--- src/rtl/tmr_pkg.sv ---
package tmr_pkg;
   localparam int ACT_W = 2;

   typedef enum logic [ACT_W-1:0] {
      ACT_NONE = 2'b00,
      ACT_CLR  = 2'b01,
      ACT_SET  = 2'b10,
      ACT_TGL  = 2'b11
   } match_act_e;
endpackage

--- src/rtl/tmr_counter.sv ---
module tmr_counter #(
   parameter int CNT_W = 16
) (
   input  logic             clk,
   input  logic             rst_n,
   input  logic             en,
   output logic [CNT_W-1:0] count
);
   always_ff @(posedge clk) begin
      if (!rst_n)  count <= '0;
      else if (en) count <= count + 1'b1;
   end
endmodule

--- src/rtl/tmr_match_chan.sv ---
module tmr_match_chan
   import tmr_pkg::*;
#(
   parameter int CNT_W = 16
) (
   input  logic             clk,
   input  logic             rst_n,
   input  logic [CNT_W-1:0] count,
   input  logic             val_we,
   input  logic [CNT_W-1:0] val_wd,
   input  logic             bit_we,
   input  logic             bit_wd,
   input  match_act_e       act,
   input  logic             pwm_mode,
   output logic [CNT_W-1:0] val,
   output logic             mbit,
   output logic             pwm_out
);
   logic eq, eq_q, hit, use_act;

   assign eq      = (count == val);
   assign hit     = eq & ~eq_q;
   assign use_act = hit & ~pwm_mode & (act != ACT_NONE);

   always_ff @(posedge clk) begin
      if (!rst_n) begin
         val  <= '0;
         eq_q <= 1'b0;
      end else begin
         eq_q <= eq;
         if (val_we) val <= val_wd;
      end
   end

   // match event takes priority over a software write of the bit
   always_ff @(posedge clk) begin
      if (!rst_n) mbit <= 1'b0;
      else if (use_act) begin
         case (act)
            ACT_CLR: mbit <= 1'b0;
            ACT_SET: mbit <= 1'b1;
            ACT_TGL: mbit <= ~mbit;
            default: mbit <= mbit;
         endcase
      end else if (bit_we) mbit <= bit_wd;
   end

   // single-edge PWM: rising at match, falling after zero; match wins at 0
   always_ff @(posedge clk) begin
      if (!rst_n)           pwm_out <= 1'b0;
      else if (eq)          pwm_out <= 1'b1;
      else if (count == '0) pwm_out <= 1'b0;
   end
endmodule

--- src/rtl/match_out_ctrl.sv ---
module match_out_ctrl
   import tmr_pkg::*;
#(
   parameter int          CNT_W    = 16,
   parameter int          NUM_CH   = 4,
   parameter int          ADDR_W   = 3,
   parameter logic [NUM_CH-1:0] PIN_MASK = 4'b0111
) (
   input  logic              clk,
   input  logic              rst_n,
   input  logic              cnt_en,
   input  logic [ADDR_W-1:0] addr,
   input  logic              wr_en,
   input  logic [CNT_W-1:0]  wr_data,
   output logic [CNT_W-1:0]  rd_data,
   input  logic [NUM_CH-1:0] pin_sel,
   input  logic [NUM_CH-1:0] pwm_sel,
   output logic [CNT_W-1:0]  count,
   output logic [NUM_CH-1:0] match_bits,
   output logic [NUM_CH-1:0] pin_out
);
   localparam int DATA_W    = CNT_W;
   localparam int CTRL_ADDR = NUM_CH;
   localparam int ACT_LSB   = NUM_CH;

   if (ACT_LSB + ACT_W*NUM_CH > DATA_W) begin : g_chk_width
      $error("control word does not fit in data width");
   end
   if (CTRL_ADDR >= (1 << ADDR_W)) begin : g_chk_addr
      $error("address width too small for channel count");
   end

   logic ctrl_we;
   match_act_e          act_q [NUM_CH];
   logic [CNT_W-1:0]    val   [NUM_CH];
   logic [NUM_CH-1:0]   pwm;

   assign ctrl_we = wr_en && (addr == ADDR_W'(CTRL_ADDR));

   tmr_counter #(.CNT_W(CNT_W)) u_cnt (
      .clk(clk), .rst_n(rst_n), .en(cnt_en), .count(count)
   );

   always_ff @(posedge clk) begin
      for (int i = 0; i < NUM_CH; i++) begin
         if (!rst_n)       act_q[i] <= ACT_NONE;
         else if (ctrl_we) act_q[i] <= match_act_e'(wr_data[ACT_LSB + ACT_W*i +: ACT_W]);
      end
   end

   for (genvar i = 0; i < NUM_CH; i++) begin : g_ch
      tmr_match_chan #(.CNT_W(CNT_W)) u_ch (
         .clk     (clk),
         .rst_n   (rst_n),
         .count   (count),
         .val_we  (wr_en && (addr == ADDR_W'(i))),
         .val_wd  (wr_data),
         .bit_we  (ctrl_we),
         .bit_wd  (wr_data[i]),
         .act     (act_q[i]),
         .pwm_mode(pwm_sel[i]),
         .val     (val[i]),
         .mbit    (match_bits[i]),
         .pwm_out (pwm[i])
      );
      assign pin_out[i] = PIN_MASK[i] & pin_sel[i] & (pwm_sel[i] ? pwm[i] : match_bits[i]);
   end

   always_comb begin
      rd_data = '0;
      for (int i = 0; i < NUM_CH; i++) begin
         if (addr == ADDR_W'(i)) rd_data = val[i];
      end
      if (addr == ADDR_W'(CTRL_ADDR)) begin
         for (int i = 0; i < NUM_CH; i++) begin
            rd_data[i] = match_bits[i];
            rd_data[ACT_LSB + ACT_W*i +: ACT_W] = act_q[i];
         end
      end
   end
endmodule

--- config.mk ---
export PLATFORM = sky130hd
export DESIGN_NAME = match_out_ctrl
export DESIGN_NICKNAME = d
export VERILOG_FILES = /design/src/rtl/tmr_pkg.sv /design/src/rtl/tmr_counter.sv /design/src/rtl/tmr_match_chan.sv /design/src/rtl/match_out_ctrl.sv
export SDC_FILE = /design/constraint.sdc
export NUM_CORES = 1
export LEC_CHECK = 0
export ABC_CLOCK_PERIOD_IN_PS = 4000
export BUFFER_PORTS_ARGS = -buffer_cell sky130_fd_sc_hd__buf_2
export CORE_AREA = 2 2 114 116
export DETAILED_ROUTE_END_ITERATION = 10
export DIE_AREA = 0 0 116 118
export PLACE_DENSITY_LB_ADDON = 0.3
export REMOVE_ABC_BUFFERS = 1
export SYNTH_ARGS = -nofsm -noshare
export SYNTH_HDL_FRONTEND = slang
export SYNTH_SLANG_ARGS = --single-unit
export TNS_END_PERCENT = 10
--- constraint.sdc ---
create_clock -name clk -period 4 [get_ports clk]
set_clock_uncertainty 0.15 [all_clocks]
set_input_delay 0.2 -clock clk [delete_from_list [all_inputs] [get_ports clk]]
set_output_delay 0.2 -clock clk [all_outputs]
set_load 0.01 [all_outputs]
==> qor.csv, run 1 <==
metric,value,unit
totalWireLength,14400,um
worstPathMaxFanout,23,
synthDistinctLibCells,40,
crit_family,simple AND/OR/NAND/NOR gates,
drt_iter0_drc,230,
synth-edff-count,8,
cp_slowest_cell,nor2_1,
place_ws,1620,ps
finalCriticalPeriod,2230,ps
path_buf_inv,2,
syn2layout_area_growth,12.1,%
irDropWorstVdd,179,uV
die-area,0.0137,mm2
nNetsFinal,690,
pin_count,71,
syn_area,0.00547,mm2
ys_seq_area_share,37.7,%
clock_latency,350,ps
core-area,0.0124,mm2
cts_buffers,9,
ys_ff_latch,99,
clock_sinks,99,
drt_pass1_iterations,5,
path_class,in2out,
row_count,41,
crit_path_end_kind,output pin,
avgRoutedWirePerCell,17.3,um
r2r_cells,5,
slowest_delay,710,ps
cpMostUsedCell,buf_2,
gp_congestion,0.928,
p_switching,0.542,mW
path_cells,buf_2 -> nand2b_1 -> nor2_1 -> nand2_1 -> o21ai_0 -> buf_2,
postCtsSetupRepairBufs,0,
grt_max_degree,71,
syn_area_per_cell,8.89,um2
drc,0,
rsz0062_at_grt,no,
synth_top_flop_cell,dfxtp_1,
min_path_cells,3,
critPathLaunchType,input port,
cts_tree,yes,
combPwrFrac,11.7,%
grt_usage,21.6,%
slew_violations,0,
grt_pass1_wl,22500,um
hold_class,in2reg,
crit_required,3650,ps
port_buffers,68,
fin_crit_sh,55.8,%
clkTransAtPathRegs,70,ps
p_leak,2.23,nW
tns,0,ps
fmax,0.448,GHz
yosysMostFrequentCell,nand2_1,
netlist_top_cells_count,"153 x nand2_1, 91 x dfxtp_1, 70 x xnor2_1",
tightest_slew,926,ps
num_vias,4364,
cts.path.max_buffers,2,
clkPwrFrac,39.5,%
cp_num_cells,6,
maxSlewHeadroom,38.2,%
grt_overflow,0,
fin_ws,1770,ps
diodes,0,
antenna_found_initial,0,
syn_inst,615,
die_h,118,um
initial_utilization,44.1,%
async_flop_share,0,%
dp_hpwl,10100,um
p_int,1.64,mW
synth_top_cell_area_share,33.3,%
grt_pass1_vias,4161,
cap_violations,0,
arrival,1880,ps
synthTopCellsByArea,"dfxtp_1 33%, xnor2_1 11%, nand2_1 10%",
drtAntennaViolNets,0,
cts-root-buf,clkbuf_16,
synth_warnings,0,
multiInputGateArea,0.00303,mm2
die_width,116,um
final_layout_size_suffix_gt1_share,18.1,%
synth_top_area_cell,dfxtp_1,
setup_viol,0,
dp.cells,808,
switching_share,24.8,%
hold_viol,0,
fillers,1187,
power.density,356,mW/mm2
status,"complete, no violations",
sequentialPowerShare,48.9,%
cts_resized,0,
cts_max_level,3,
avgViaCountPerCell,5.23,
layout.cells.non_filler,834,
register_area,0.00206,mm2
[state kept, by name, summed over array words and instances, names as in the netlist]
name,cells
g_ch.u_ch.pwm_out,3
g_ch.u_ch.val,64
act_q,8
g_ch.u_ch.eq_q,4
g_ch.u_ch.mbit,4
u_cnt.count,16
[layout by cell type, fill, tap and decap left out, types with 10 or more instances in the layout]
master         instances
nand2_1              153
clkbuf_16             10
and3_1                11
o21ai_0               15
xnor2_1               70
nand4_1               21
dlygate4sd3_1         10
buf_2                 68
dfxtp_1               91
nor2b_1               14
a21boi_0              60
and2_1                13
mux4_2                16
inv_1                 14
[timing repair]
action	in CTS	in global routing
hold buffers	10	0
hold endpoints to repair	31	0
setup endpoints to repair	0	0
[power groups by stage]
stage,clock [mW],combinational (mW),sequential [mW]
3_3_place_gp,0,0.241,1.09
3_5_place_dp,0,0.247,1.09
2_1_floorplan,0,0.138,1.08
5_1_grt,0.907,0.279,1.07
6_report,0.862,0.255,1.07
4_1_cts,0.867,0.256,1.07
[area by class of cell]
class / count / share of cell area [%]
multi-input cells: 450 / 49.4
repair buffers: 83 / 7.79
well taps: 172 / 3.51
inverters: 14 / 0.857
flip-flops and latches: 99 / 33.6
clock inverters: 1 / 0.0816
clock buffers: 15 / 4.71
[path summary, 6_finish.rpt]
path | from | end | slack (ps)
max | addr[1] | rd_data[2] | 1770
min | wr_data[3] | g_ch[0].u_ch.val[3]$_SDFFE_PN0P_ | 5
max reg2reg | u_cnt.count[7]$_SDFFE_PN0P_ | g_ch[1].u_ch.mbit$_SDFFE_PN0P_ | 1900
min reg2reg | g_ch[0].u_ch.val[13]$_SDFFE_PN0P_ | g_ch[0].u_ch.val[13]$_SDFFE_PN0P_ | 340
[logic make-up after synthesis]
group | after synthesis | share of synthesized area, %
XOR/XNOR | 77 | 12.3
AND/OR/NAND/NOR | 254 | 22.5
multiplexers | 28 | 8.87
AO/OA/AOI/OAI | 88 | 11.3
buffers and inverters | 66 | 6.86
other | 1 | 0.0686
flip-flops | 99 | 37.7
adder cells (fa/ha/maj) | 2 | 0.457
[tightest hold or removal path: cells and delay by family]
kind	cells	cell delay [ps]
simple gates	1	60
buf+inv	1	130
compound gates	1	60
[routing by layer]
layer	track usage, %	share of wire, %	wire (um)	up-vias
met1	28.3	44	6270	2108
met2	35.9	50	7250	100
met4	7.14	1.8	259	0
met5	0	0	0	-
li1	-	-	-	2135
met3	3.66	4.4	636	21
[per-stage QoR]
stage | total power [mW] | cell area (um2) | util, % | hold slack, ps
after floorplan | 1.22 | 5150 | - | 172
final | 2.18 | 6130 | 49.4 | 4.82
after detailed placement | 1.34 | 5740 | 46.2 | 327
after global routing | 2.26 | 6130 | 49.4 | 11.7
after global placement | 1.33 | 5740 | 46.2 | 320
after CTS | 2.19 | 6130 | 49.4 | 0.494
(Power assumes the default switching activity.)
==> inputs of run 2 (changes only) <==
--- a/config.mk
+++ b/config.mk
@@ -5,7 +5,7 @@
 export SDC_FILE = /design/constraint.sdc
 export NUM_CORES = 1
 export LEC_CHECK = 0
-export ABC_CLOCK_PERIOD_IN_PS = 4000
+export ABC_CLOCK_PERIOD_IN_PS = 2300
 export BUFFER_PORTS_ARGS = -buffer_cell sky130_fd_sc_hd__buf_2
 export CORE_AREA = 2 2 114 116
 export DETAILED_ROUTE_END_ITERATION = 10
==> constraint.sdc (replaced) <==
create_clock -name clk -period 2.3 [get_ports clk]
set_clock_uncertainty 0.15 [all_clocks]
set_input_delay 0.115 -clock clk [delete_from_list [all_inputs] [get_ports clk]]
set_output_delay 0.115 -clock clk [all_outputs]
set_load 0.01 [all_outputs]
==> run 2 against run 1 <==
  * Final area rose by 4.0%
  * Wire length is 2.8% higher
  * Non-clock buffer count up 28
  * First-iteration DRC count rose by 33%
  * Clock power is 71% higher
  * Count of clock-buffer cells in the layout down 2
  * Sequential share of layout area fell by 1.3 points
  * Combinational power up 86%
  * Sequential power grew 74%
  * Die area stayed put
  * Register-to-register slack worse by 1600 ps
  * Power is 74% higher
  * Critical path type is now reg2reg
  * Critical endpoint is now u_cnt.count[14]$_SDFFE_PN0P_
  * Largest cell class unchanged
  * Largest power group unchanged
==> qor.csv, run 2 (synthesis results as in run 1) <==
metric,value,unit
status,"complete, no violations",
die_width,116,um
pin_count,71,
maxSlewHeadroom,40.5,%
row_count,41,
tightest_slew,889,ps
drtAntennaViolNets,0,
core-area,0.0124,mm2
p_switching,0.953,mW
cts_max_level,3,
slew_violations,0,
crit_required,2390,ps
syn2layout_area_growth,16.7,%
path_cells,ha_1 -> nand3_1 -> nor3_1 -> nand2_1 -> xnor2_1 -> and2_1,
cts-root-buf,clkbuf_16,
cap_violations,0,
fmax,0.491,GHz
grt_usage,22.0,%
p_leak,2.36,nW
avgRoutedWirePerCell,17.2,um
tns,0,ps
antenna_found_initial,0,
totalWireLength,14800,um
diodes,0,
avgViaCountPerCell,5.22,
clock_sinks,99,
cp_slowest_cell,dfxtp_1,
arrival,2130,ps
switching_share,25.0,%
power.density,596,mW/mm2
initial_utilization,44.1,%
num_vias,4502,
fin_crit_sh,88.6,%
gp_congestion,0.879,
final_common_cell,nand2_1,
largest_register_ffs,64,
rsz0062_at_grt,no,
drc,0,
hold_class,in2reg,
crit_path_end_kind,flop,
drt_iter0_drc,307,
dp_hpwl,10600,um
clkPwrFrac,38.7,%
slowest_delay,590,ps
die-area,0.0137,mm2
drt_pass1_iterations,5,
grt_pass1_vias,4365,
setup_viol,0,
port_buffers,68,
cts_tree,yes,
cts_resized,0,
reg_top3,"g_ch.u_ch.val x64, u_cnt.count x16, act_q x8",
cts.path.max_buffers,2,
postCtsSetupRepairBufs,0,
worstPathMaxFanout,9,
cts_buffers,9,
path_class,reg2reg,
critPathLaunchType,flop,
finalCoreUtilization,51.4,%
power.total,3.80,mW
irDropWorstVdd,312,uV
layout_common_cells,"153 x nand2_1, 91 x dfxtp_1, 70 x xnor2_1",
grt_pass1_wl,23100,um
clkTransAtPathRegs,70,ps
sequentialPowerShare,48.8,%
hold_viol,0,
die_h,118,um
grt_max_degree,57,
nNetsFinal,718,
clock_latency,340,ps
largest-register,g_ch.u_ch.val,
combPwrFrac,12.5,%
grt_overflow,0,
finalCriticalPeriod,2040,ps
p_int,2.85,mW
final_layout_size_suffix_gt1_share,20.0,%
[run 2: cell types whose count changed in the layout (fill, tap and decap cells not counted)]
cell           previous run  this run
inv_4                     0         1
buf_4                     5        21
clkinvlp_4                0         1
dlygate4sd3_1            10        21
clkbuf_1                  3         2
buf_12                    0         1
clkbuf_8                  2         1
[run 2: layout make-up]
type,count,area [um2]
fillers,1179,6030
multi-input cells,450,3030
flip-flops and latches,99,2060
repair buffers,111,728
clock buffers,13,272
well taps,172,215
inverters,14,52.6
clock inverters,3,18.8
[run 2: final timing paths]
kind / depth (start not counted) / start / slack [ps] / endpoint
max: 6 / u_cnt.count[1]$_SDFFE_PN0P_ / 260 / u_cnt.count[14]$_SDFFE_PN0P_
min: 3 / rst_n / 100 / g_ch[1].u_ch.mbit$_SDFFE_PN0P_
max reg2reg: 6 / u_cnt.count[1]$_SDFFE_PN0P_ / 260 / u_cnt.count[14]$_SDFFE_PN0P_
min reg2reg: 2 / g_ch[1].u_ch.val[13]$_SDFFE_PN0P_ / 340 / g_ch[1].u_ch.val[13]$_SDFFE_PN0P_
[run 2: power groups by stage]
stage	Combinational, mW	Clock (mW)	Sequential, mW
floorplan	0.240	0	1.89
global placement	0.438	0	1.89
detailed placement	0.446	0	1.90
CTS	0.475	1.49	1.86
global route	0.516	1.55	1.86
finish	0.474	1.47	1.86
[run 2: through the flow]
step | std cells | hold WS, ps | worst slack [ps] | area [um2]
6_report | 862 | 102 | 263 | 6380
3_5_place_dp | 825 | 248 | 248 | 5880
3_3_place_gp | 825 | 241 | 294 | 5880
2_1_floorplan | 563 | 86.7 | 512 | 5150
4_1_cts | 862 | 98.9 | 230 | 6380
5_1_grt | 862 | 134 | 88.9 | 6380
[run 2: worst max-delay path, delay by kind of cell, from the launching register on]
family        cells  cell delay [ps]
simple gates      4              780
xor+xnor          1              140
fa+ha+maj         1              280
flops             1              590
[run 2: routing by layer]
metal | global-route usage [%] | vias to the layer above | wire [um]
li1 | - | 2186 | -
met5 | 0 | - | 0
met1 | 28.2 | 2140 | 6470
met2 | 37.0 | 153 | 7220
met3 | 3.14 | 23 | 818
met4 | 8.71 | 0 | 308
[run 2: repair_timing]
action | CTS | global route
endpoints found under the hold margin | 73 | 0
hold buffers | 21 | 0
endpoints found under the setup margin | 0 | 0
